**src/rtl/stall_phase_pkg.sv**
```systemverilog
package stall_phase_pkg;

    localparam int unsigned Q_W = 2;

    typedef enum logic [1:0] {
        ENT_INVALID   = 2'd0,
        ENT_ATTEMPT   = 2'd1,
        ENT_TENTATIVE = 2'd2,
        ENT_VALID     = 2'd3
    } ent_state_e;

    typedef enum logic [1:0] {
        SPD_FAST     = 2'd0,
        SPD_REQ_SLOW = 2'd1,
        SPD_SLOW     = 2'd2,
        SPD_REQ_FAST = 2'd3
    } spd_state_e;

endpackage

```
**src/rtl/stall_entry.sv**
```systemverilog
module stall_entry
    import stall_phase_pkg::*;
#(
    parameter int unsigned PC_W  = 32,
    parameter int unsigned ID_W  = 8,
    parameter int unsigned CNT_W = 16
) (
    input  logic                clk,
    input  logic                rst_n,
    input  logic                retire_i,
    input  logic                stall_hit_i,
    input  logic                alloc_i,
    input  logic [PC_W-1:0]     pc_i,
    input  logic [ID_W-1:0]     id_i,
    output ent_state_e          state_o,
    output logic [PC_W-1:0]     pc_o,
    output logic [ID_W-1:0]     id_o,
    output logic [Q_W-1:0]      q_o,
    output logic [CNT_W-1:0]    stride_o,
    output logic [CNT_W-1:0]    ninstr_o
);

    localparam logic [CNT_W-1:0] CNT_MAX = '1;
    localparam logic [Q_W-1:0]   Q_MAX   = '1;
    localparam logic [Q_W-1:0]   Q_ONE   = Q_W'(1);

    ent_state_e        state_q, state_d;
    logic [PC_W-1:0]   pc_q, pc_d;
    logic [ID_W-1:0]   id_q, id_d;
    logic [Q_W-1:0]    q_q, q_d;
    logic [CNT_W-1:0]  ccnt_q, ccnt_d;
    logic [CNT_W-1:0]  icnt_q, icnt_d;
    logic [CNT_W-1:0]  stride_q, stride_d;
    logic [CNT_W-1:0]  ninstr_q, ninstr_d;

    logic [CNT_W-1:0]  meas_s, meas_n, gap;
    logic              close;

    // Interval measured at a hit stall, clamped to the counter width.
    assign meas_s = (ccnt_q == CNT_MAX) ? CNT_MAX : ccnt_q + 1'b1;
    assign meas_n = (retire_i && (icnt_q != CNT_MAX)) ? icnt_q + 1'b1 : icnt_q;
    assign gap    = (meas_s >= stride_q) ? (meas_s - stride_q) : (stride_q - meas_s);
    assign close  = (gap <= (stride_q >> 3));

    always_comb begin
        state_d  = state_q;
        pc_d     = pc_q;
        id_d     = id_q;
        q_d      = q_q;
        stride_d = stride_q;
        ninstr_d = ninstr_q;
        ccnt_d   = (ccnt_q == CNT_MAX) ? CNT_MAX : ccnt_q + 1'b1;
        icnt_d   = (retire_i && (icnt_q != CNT_MAX)) ? icnt_q + 1'b1 : icnt_q;
        if (alloc_i) begin
            state_d  = ENT_ATTEMPT;
            pc_d     = pc_i;
            id_d     = id_i;
            q_d      = Q_ONE;
            ccnt_d   = '0;
            icnt_d   = '0;
            stride_d = '0;
            ninstr_d = '0;
        end else if (stall_hit_i) begin
            ccnt_d   = '0;
            icnt_d   = '0;
            stride_d = meas_s;
            ninstr_d = meas_n;
            unique case (state_q)
                ENT_ATTEMPT: state_d = ENT_TENTATIVE;
                ENT_TENTATIVE, ENT_VALID: begin
                    if (close) begin
                        state_d = ENT_VALID;
                        q_d     = (q_q == Q_MAX) ? q_q : q_q + 1'b1;
                    end else if (q_q <= Q_ONE) begin
                        state_d = ENT_INVALID;
                        q_d     = '0;
                    end else begin
                        q_d     = q_q - 1'b1;
                    end
                end
                default: state_d = state_q;
            endcase
        end
    end

    always_ff @(posedge clk or negedge rst_n) begin
        if (!rst_n) begin
            state_q  <= ENT_INVALID;
            pc_q     <= '0;
            id_q     <= '0;
            q_q      <= '0;
            ccnt_q   <= '0;
            icnt_q   <= '0;
            stride_q <= '0;
            ninstr_q <= '0;
        end else begin
            state_q  <= state_d;
            pc_q     <= pc_d;
            id_q     <= id_d;
            q_q      <= q_d;
            ccnt_q   <= ccnt_d;
            icnt_q   <= icnt_d;
            stride_q <= stride_d;
            ninstr_q <= ninstr_d;
        end
    end

    assign state_o  = state_q;
    assign pc_o     = pc_q;
    assign id_o     = id_q;
    assign q_o      = q_q;
    assign stride_o = stride_q;
    assign ninstr_o = ninstr_q;

endmodule

```
**src/rtl/stall_select.sv**
```systemverilog
module stall_select
    import stall_phase_pkg::*;
#(
    parameter int unsigned ENTRIES = 4,
    parameter int unsigned PC_W    = 32,
    parameter int unsigned ID_W    = 8,
    parameter int unsigned IDX_W   = 2
) (
    input  logic [ENTRIES-1:0][1:0]      st_i,
    input  logic [ENTRIES-1:0][PC_W-1:0] pc_i,
    input  logic [ENTRIES-1:0][ID_W-1:0] id_i,
    input  logic [ENTRIES-1:0][Q_W-1:0]  q_i,
    input  logic [PC_W-1:0]              look_pc_i,
    input  logic [ID_W-1:0]              owner_i,
    input  logic [ID_W-1:0]              mask_i,
    output logic                         hit_o,
    output logic [IDX_W-1:0]             hit_idx_o,
    output logic [IDX_W-1:0]             vic_idx_o,
    output logic                         any_valid_o,
    output logic [IDX_W-1:0]             val_idx_o
);

    logic [ENTRIES-1:0] match;

    for (genvar g = 0; g < ENTRIES; g++) begin : g_match
        assign match[g] = (st_i[g] != ENT_INVALID) &&
                          (pc_i[g] == look_pc_i) &&
                          (((id_i[g] ^ owner_i) & mask_i) == '0);
    end

    logic             have_inv;
    logic [IDX_W-1:0] inv_idx, low_idx;
    logic [Q_W-1:0]   low_q;

    always_comb begin
        hit_o       = 1'b0;
        hit_idx_o   = '0;
        have_inv    = 1'b0;
        inv_idx     = '0;
        any_valid_o = 1'b0;
        val_idx_o   = '0;
        low_idx     = '0;
        low_q       = q_i[0];
        for (int i = 0; i < ENTRIES; i++) begin
            if (!hit_o && match[i]) begin
                hit_o     = 1'b1;
                hit_idx_o = IDX_W'(i);
            end
            if (!have_inv && (st_i[i] == ENT_INVALID)) begin
                have_inv = 1'b1;
                inv_idx  = IDX_W'(i);
            end
            if (!any_valid_o && (st_i[i] == ENT_VALID)) begin
                any_valid_o = 1'b1;
                val_idx_o   = IDX_W'(i);
            end
        end
        // Strict compare keeps the lowest index on a tie.
        for (int i = 1; i < ENTRIES; i++) begin
            if (q_i[i] < low_q) begin
                low_q   = q_i[i];
                low_idx = IDX_W'(i);
            end
        end
        vic_idx_o = have_inv ? inv_idx : low_idx;
    end

endmodule

```
**src/rtl/speed_ctl.sv**
```systemverilog
module speed_ctl
    import stall_phase_pkg::*;
#(
    parameter int unsigned CNT_W = 16
) (
    input  logic             clk,
    input  logic             rst_n,
    input  logic             any_valid_i,
    input  logic [CNT_W-1:0] ninstr_i,
    input  logic [CNT_W-1:0] stride_i,
    input  logic             ack_i,
    output logic             irq_o,
    output logic             speedup_o,
    output logic             slowed_o,
    output logic [CNT_W-1:0] ninstr_o,
    output logic [CNT_W-1:0] stride_o
);

    spd_state_e st_q, st_d;

    always_comb begin
        st_d = st_q;
        unique case (st_q)
            SPD_FAST:     if (any_valid_i)  st_d = SPD_REQ_SLOW;
            SPD_REQ_SLOW: if (ack_i)        st_d = SPD_SLOW;
            SPD_SLOW:     if (!any_valid_i) st_d = SPD_REQ_FAST;
            SPD_REQ_FAST: if (ack_i)        st_d = SPD_FAST;
        endcase
    end

    always_ff @(posedge clk or negedge rst_n) begin
        if (!rst_n) st_q <= SPD_FAST;
        else        st_q <= st_d;
    end

    always_ff @(posedge clk or negedge rst_n) begin
        if (!rst_n) begin
            ninstr_o <= '0;
            stride_o <= '0;
        end else if ((st_q == SPD_FAST) && any_valid_i) begin
            ninstr_o <= ninstr_i;
            stride_o <= stride_i;
        end
    end

    always_comb begin
        irq_o     = 1'b0;
        speedup_o = 1'b0;
        slowed_o  = 1'b0;
        unique case (st_q)
            SPD_FAST:     ;
            SPD_REQ_SLOW: irq_o = 1'b1;
            SPD_SLOW:     slowed_o = 1'b1;
            SPD_REQ_FAST: begin
                irq_o     = 1'b1;
                speedup_o = 1'b1;
                slowed_o  = 1'b1;
            end
        endcase
    end

endmodule

```
**src/rtl/stall_phase_table.sv**
```systemverilog
module stall_phase_table
    import stall_phase_pkg::*;
#(
    parameter int unsigned ENTRIES = 4,
    parameter int unsigned PC_W    = 32,
    parameter int unsigned ID_W    = 8,
    parameter int unsigned CNT_W   = 16
) (
    input  logic             clk,
    input  logic             rst_n,
    input  logic             retire_valid_i,
    input  logic [PC_W-1:0]  retire_pc_i,
    input  logic             mem_stall_i,
    input  logic             cfg_we_i,
    input  logic             cfg_sel_i,
    input  logic [ID_W-1:0]  cfg_wdata_i,
    input  logic             irq_ack_i,
    output logic             irq_o,
    output logic             irq_speedup_o,
    output logic             slowed_o,
    output logic [CNT_W-1:0] ninstr_o,
    output logic [CNT_W-1:0] stride_o
);

    localparam int unsigned IDX_W = (ENTRIES > 1) ? $clog2(ENTRIES) : 1;

    logic [ID_W-1:0] owner_q, mask_q;

    always_ff @(posedge clk or negedge rst_n) begin
        if (!rst_n) begin
            owner_q <= '0;
            mask_q  <= '1;
        end else if (cfg_we_i) begin
            if (cfg_sel_i) mask_q  <= cfg_wdata_i;
            else           owner_q <= cfg_wdata_i;
        end
    end

    logic [ENTRIES-1:0][1:0]       ent_st;
    logic [ENTRIES-1:0][PC_W-1:0]  ent_pc;
    logic [ENTRIES-1:0][ID_W-1:0]  ent_id;
    logic [ENTRIES-1:0][Q_W-1:0]   ent_q;
    logic [ENTRIES-1:0][CNT_W-1:0] ent_stride;
    logic [ENTRIES-1:0][CNT_W-1:0] ent_ninstr;

    logic             hit, any_valid;
    logic [IDX_W-1:0] hit_idx, vic_idx, val_idx;

    for (genvar g = 0; g < ENTRIES; g++) begin : g_ent
        logic alloc, stall_hit;
        assign alloc     = mem_stall_i && !hit && (vic_idx == IDX_W'(g));
        assign stall_hit = mem_stall_i &&  hit && (hit_idx == IDX_W'(g));

        stall_entry #(
            .PC_W  (PC_W),
            .ID_W  (ID_W),
            .CNT_W (CNT_W)
        ) u_ent (
            .clk         (clk),
            .rst_n       (rst_n),
            .retire_i    (retire_valid_i),
            .stall_hit_i (stall_hit),
            .alloc_i     (alloc),
            .pc_i        (retire_pc_i),
            .id_i        (owner_q),
            .state_o     (ent_st[g]),
            .pc_o        (ent_pc[g]),
            .id_o        (ent_id[g]),
            .q_o         (ent_q[g]),
            .stride_o    (ent_stride[g]),
            .ninstr_o    (ent_ninstr[g])
        );
    end

    stall_select #(
        .ENTRIES (ENTRIES),
        .PC_W    (PC_W),
        .ID_W    (ID_W),
        .IDX_W   (IDX_W)
    ) u_sel (
        .st_i        (ent_st),
        .pc_i        (ent_pc),
        .id_i        (ent_id),
        .q_i         (ent_q),
        .look_pc_i   (retire_pc_i),
        .owner_i     (owner_q),
        .mask_i      (mask_q),
        .hit_o       (hit),
        .hit_idx_o   (hit_idx),
        .vic_idx_o   (vic_idx),
        .any_valid_o (any_valid),
        .val_idx_o   (val_idx)
    );

    speed_ctl #(
        .CNT_W (CNT_W)
    ) u_spd (
        .clk         (clk),
        .rst_n       (rst_n),
        .any_valid_i (any_valid),
        .ninstr_i    (ent_ninstr[val_idx]),
        .stride_i    (ent_stride[val_idx]),
        .ack_i       (irq_ack_i),
        .irq_o       (irq_o),
        .speedup_o   (irq_speedup_o),
        .slowed_o    (slowed_o),
        .ninstr_o    (ninstr_o),
        .stride_o    (stride_o)
    );

endmodule

```
**config.mk**
```make
export PLATFORM = sky130hd
export DESIGN_NAME = stall_phase_table
export DESIGN_NICKNAME = d
export VERILOG_FILES = /design/src/rtl/stall_phase_pkg.sv /design/src/rtl/stall_entry.sv /design/src/rtl/stall_select.sv /design/src/rtl/speed_ctl.sv /design/src/rtl/stall_phase_table.sv
export SDC_FILE = /design/constraint.sdc
export NUM_CORES = 1
export LEC_CHECK = 0
export ABC_AREA = 1
export BUFFER_PORTS_ARGS = -buffer_cell sky130_fd_sc_hd__buf_4
export CAP_MARGIN = 20
export CORE_ASPECT_RATIO = 0.6
export CORE_UTILIZATION = 30
export DETAILED_ROUTE_END_ITERATION = 6
export GPL_TIMING_DRIVEN = 0
export PLACE_DENSITY = 0.46
export SLEW_MARGIN = 20
export SYNTH_ARGS = -nofsm -noshare
export SYNTH_HDL_FRONTEND = slang
export SYNTH_SLANG_ARGS = --single-unit
```
**constraint.sdc**
```tcl
create_clock -name clk -period 6.1 [get_ports clk]
set_input_delay 0.305 -clock clk [delete_from_list [all_inputs] [get_ports clk]]
set_output_delay 0.305 -clock clk [all_outputs]
set_load 0.05 [all_outputs]
```
==> results.toml <==
[detailed_routing]
wl_per_cell_um = 18.7
first_pass_iters = 6
ant_nets = 0
drc_errors = 0
vias_per_cell = 4.78
num_vias = 30400
finalWirelength_um = 119000
drt-initial-drc-count = 2769

[grt]
grt_overflow = 0
grt_usage_pct = 21.1
antenna_found_initial = 2
grt_pass1_vias = 28000
grt_pass1_wl_um = 178000
grt_max_degree = 87

[yosys]
synth-xor-area-share_pct = 4.27
synth_top_cells_by_area = "dfrtp_1, nand2_1, ha_1"
ys_types = 53
synthArstFlopShare_pct = 100
syn_area_sq_um = 32800
synthSimpleGateAreaFrac_pct = 28.4
synth_nets = 4961
ys.flop_type = "dfrtp_1"
ys_seq_area_share_pct = 36.8
synth.largest_area_cell = "dfrtp_1"
syn-mean-instance-area_sq_um = 6.98
ys_ff_latch = 482
synth_top_family_by_area = "simple AND/OR/NAND/NOR gates"
synth_top_cell_area_share_pct = 36.2
synthAdderAreaFrac_pct = 8.35
netlist_top_cells_count = "nand2_1, inv_1, nor2_1, dfrtp_1, o21ai_0"
synth-compound-area-share_pct = 11.9
synthCells = 4700
synth_edf_count = 0
yosysWarningCount = 0
yosysMostFrequentCell = "nand2_1"
muxShareOfSynthArea_pct = 0.305

[finish]
finish.instance_area_sq_um = 38000
nets = 5148
drive_above_1_share_pct = 9.42
final_core_util_pct = 35.3
area_delta_synth_final_pct = 16.0
fillers = 11600

[hold_path]
min_to = "g_ent[3].u_ent.pc_o[22]"
holdCritPathClass = "in -> reg"
min_path_cells = 3
hp-start = "retire_pc_i[22]"

[sta]
fmaxAchievable_mhz = 172
worst_pin_slew_ns = 1.12
report.final.slew_viol_count = 0
slew_headroom_pct = 25.6
period_needed_ns = 5.81
finalSetupViolations = 0
finClkSkew_ns = 0.0351
fin_crit_sh_pct = 95.3
finalHoldViolCount = 0

[clock_network]
cts.root.buffer_cell = "clkbuf_16"
h-tree-depth = 2
clockBufferDepth = 3
clkSlewWorstSetupHoldPaths_ns = 0.07
cts_made_buffers = 53
cts.sink_count = 482
cts_tree = "done"
clkLatencyLatePin_ns = 0.65

[placement]
hpwl_um = 94600
portBuffers = 79
place_congestion = 0.908
dpl_cell_area_sq_um = 35400

[floorplan]
start_util_pct = 30.4
rows = 93
core_area_sq_um = 108000
die-area_sq_um = 111000
die_w_um = 429
io_pins = 82
fp.dieH_um = 258

[power_and_ir_drop]
finalPower_uw = 24500
leakagePower_uw = 0.0191
vdd_drop_max_mv = 0.594
p_per_area_nw_per_um2 = 643

[critical_path]
cp_common_cell = "nand3_1"
reg2reg_to = "g_ent[1].u_ent.q_o[0]"
cp_max_fo = 10
crit_required_ns = 6.60
critPathSlowestCell = "dfrtp_1"
cpPeakStageDelay_ns = 0.43
crit_path_end_kind = "flip-flop"
rrSetupSlack_ns = 0.29
ff2ff_path_depth = 35
start_kind = "flip-flop"
critPathArrivalTime_ns = 6.31
timing.rr.start = "g_ent[1].u_ent.ccnt_q[0]"
critPathKind = "reg -> reg"

[flow_run]
drv_cap = 0

[run_status]
status = "finished clean"
==> power breakdown <==
part	total, uW	internal (uW)	switching [uW]
logic	16100	5450	10600
registers	4830	4070	756
clock network	3560	2050	1510
==> flip-flops by register name (all words and copies together) (netlist names) <==
| signal | flops |
|---|---|
| g_ent.u_ent.icnt_q | 64 |
| g_ent.u_ent.pc_o | 128 |
| u_spd.stride_o | 16 |
| mask_q | 8 |
| g_ent.u_ent.id_o | 32 |
| g_ent.u_ent.ccnt_q | 64 |
| owner_q | 8 |
| u_spd.ninstr_o | 16 |
| g_ent.u_ent.q_o | 8 |
| g_ent.u_ent.state_o | 8 |
| u_spd.st_q | 2 |
| g_ent.u_ent.ninstr_o | 64 |
| g_ent.u_ent.stride_o | 64 |
==> kinds of logic (layout without fill, tap and decap cells) <==
| group | after synthesis | count (layout) |
|---|---|---|
| buf+inv | 812 | 1040 |
| fa+ha+maj | 214 | 214 |
| other cells | 0 | 2 |
| mux | 10 | 10 |
| flops | 482 | 482 |
| simple gates | 2275 | 2275 |
| xor+xnor | 160 | 160 |
| compound gates | 747 | 747 |
==> cell type report <==
cell class	count	area, sq um	share of cell area (%)
multi-input cells	3406	17800	46.9
flip-flops and latches	482	12100	31.7
inverters	672	2530	6.66
well taps	1425	1780	4.69
clock buffers	76	1530	4.03
repair buffers	133	1170	3.07
plain buffers	138	786	2.07
clock inverters	20	324	0.852
repair inverters	1	5.00	0.0132
diodes	2	5.00	0.0132
==> routing by layer <==
layer,share of wire (%),routed length [um],vias up,global-route usage (%)
met1,56,67000,14300,36.0
met2,34,40800,782,25.5
met5,0,0,-,0
met4,1.5,1830,0,3.84
met3,7.6,9070,100,4.40
li1,-,-,15200,-
==> critical path, delay by kind of cell (launching register included) <==
family / cells / cell delay, ns
simple gates: 20 / 2.53
compound gates: 6 / 1.03
fa+ha+maj: 3 / 0.87
buf+inv: 5 / 0.62
flops: 1 / 0.43
xor+xnor: 1 / 0.20
==> stage by stage <==
| step | hold slack (ns) | setup TNS (ns) | std cells | setup WS [ns] |
|---|---|---|---|---|
| 3_5_place_dp | 0.332 | -5.25 | 6210 | -0.704 |
| 5_1_grt | 0.0334 | -0.203 | 6353 | -0.0551 |
| 3_3_place_gp | 0.469 | -467.86 | 6204 | -1.05 |
| 6_report | 0.0449 | 0 | 6355 | 0.289 |
| 2_1_floorplan | 0.00941 | 0 | 4700 | 1.15 |
| 4_1_cts | 0.0000804 | 0 | 6321 | 0.0130 |
==> worst max path at each step <==
| stage | depth (start not counted) | end | from | slack, ns |
|---|---|---|---|---|
| 2_1_floorplan | 37 | g_ent[1].u_ent.q_o[0] | g_ent[1].u_ent.ccnt_q[0] | 1.15 |
| 3_3_place_gp | 1 | g_ent[3].u_ent.icnt_q[8] | rst_n | -1.05 |
| 3_5_place_dp | 35 | g_ent[1].u_ent.q_o[0] | g_ent[1].u_ent.ccnt_q[0] | -0.70 |
| 4_1_cts | 41 | g_ent[0].u_ent.q_o[1] | g_ent[0].u_ent.ccnt_q[0] | 0.01 |
| 5_1_grt | 40 | g_ent[2].u_ent.q_o[0] | g_ent[2].u_ent.ccnt_q[1] | -0.06 |
| 6_report | 35 | g_ent[1].u_ent.q_o[0] | g_ent[1].u_ent.ccnt_q[0] | 0.29 |
==> what timing repair did <==
item | 4_1_cts | 5_1_grt
setup endpoints to repair | 16 | 16
hold buffers | 12 | 0
pin swaps | 4 | 26
buffers inserted | 3 | 33
gates cloned | 0 | 1
endpoints found under the hold margin | 87 | 0
resized for setup | 25 | 101
==> cell usage in the layout (no fill, tap or decap), types with 11 or more instances in the layout <==
master         instances
a21oi_1              246
a31oi_1               34
buf_2                 61
buf_4                127
buf_6                 15
clkbuf_1              54
clkbuf_16             53
clkbuf_8              12
dfrtp_1              474
dlygate4sd3_1         12
ha_1                 201
inv_1                630
inv_2                 37
nand2_1             1322
nand2_4               11
nand3_1              151
nand3_2               12
nand4_1               43
nor2_1               560
nor2_2                17
nor2_4                11
nor3_1                34
o21ai_0              286
o21ai_1              117
o21bai_1              12
o22ai_1               12
or2_0                 34
or2_2                 18
xnor2_1               56
xor2_1               104
Power figures use the tool's default switching activity.
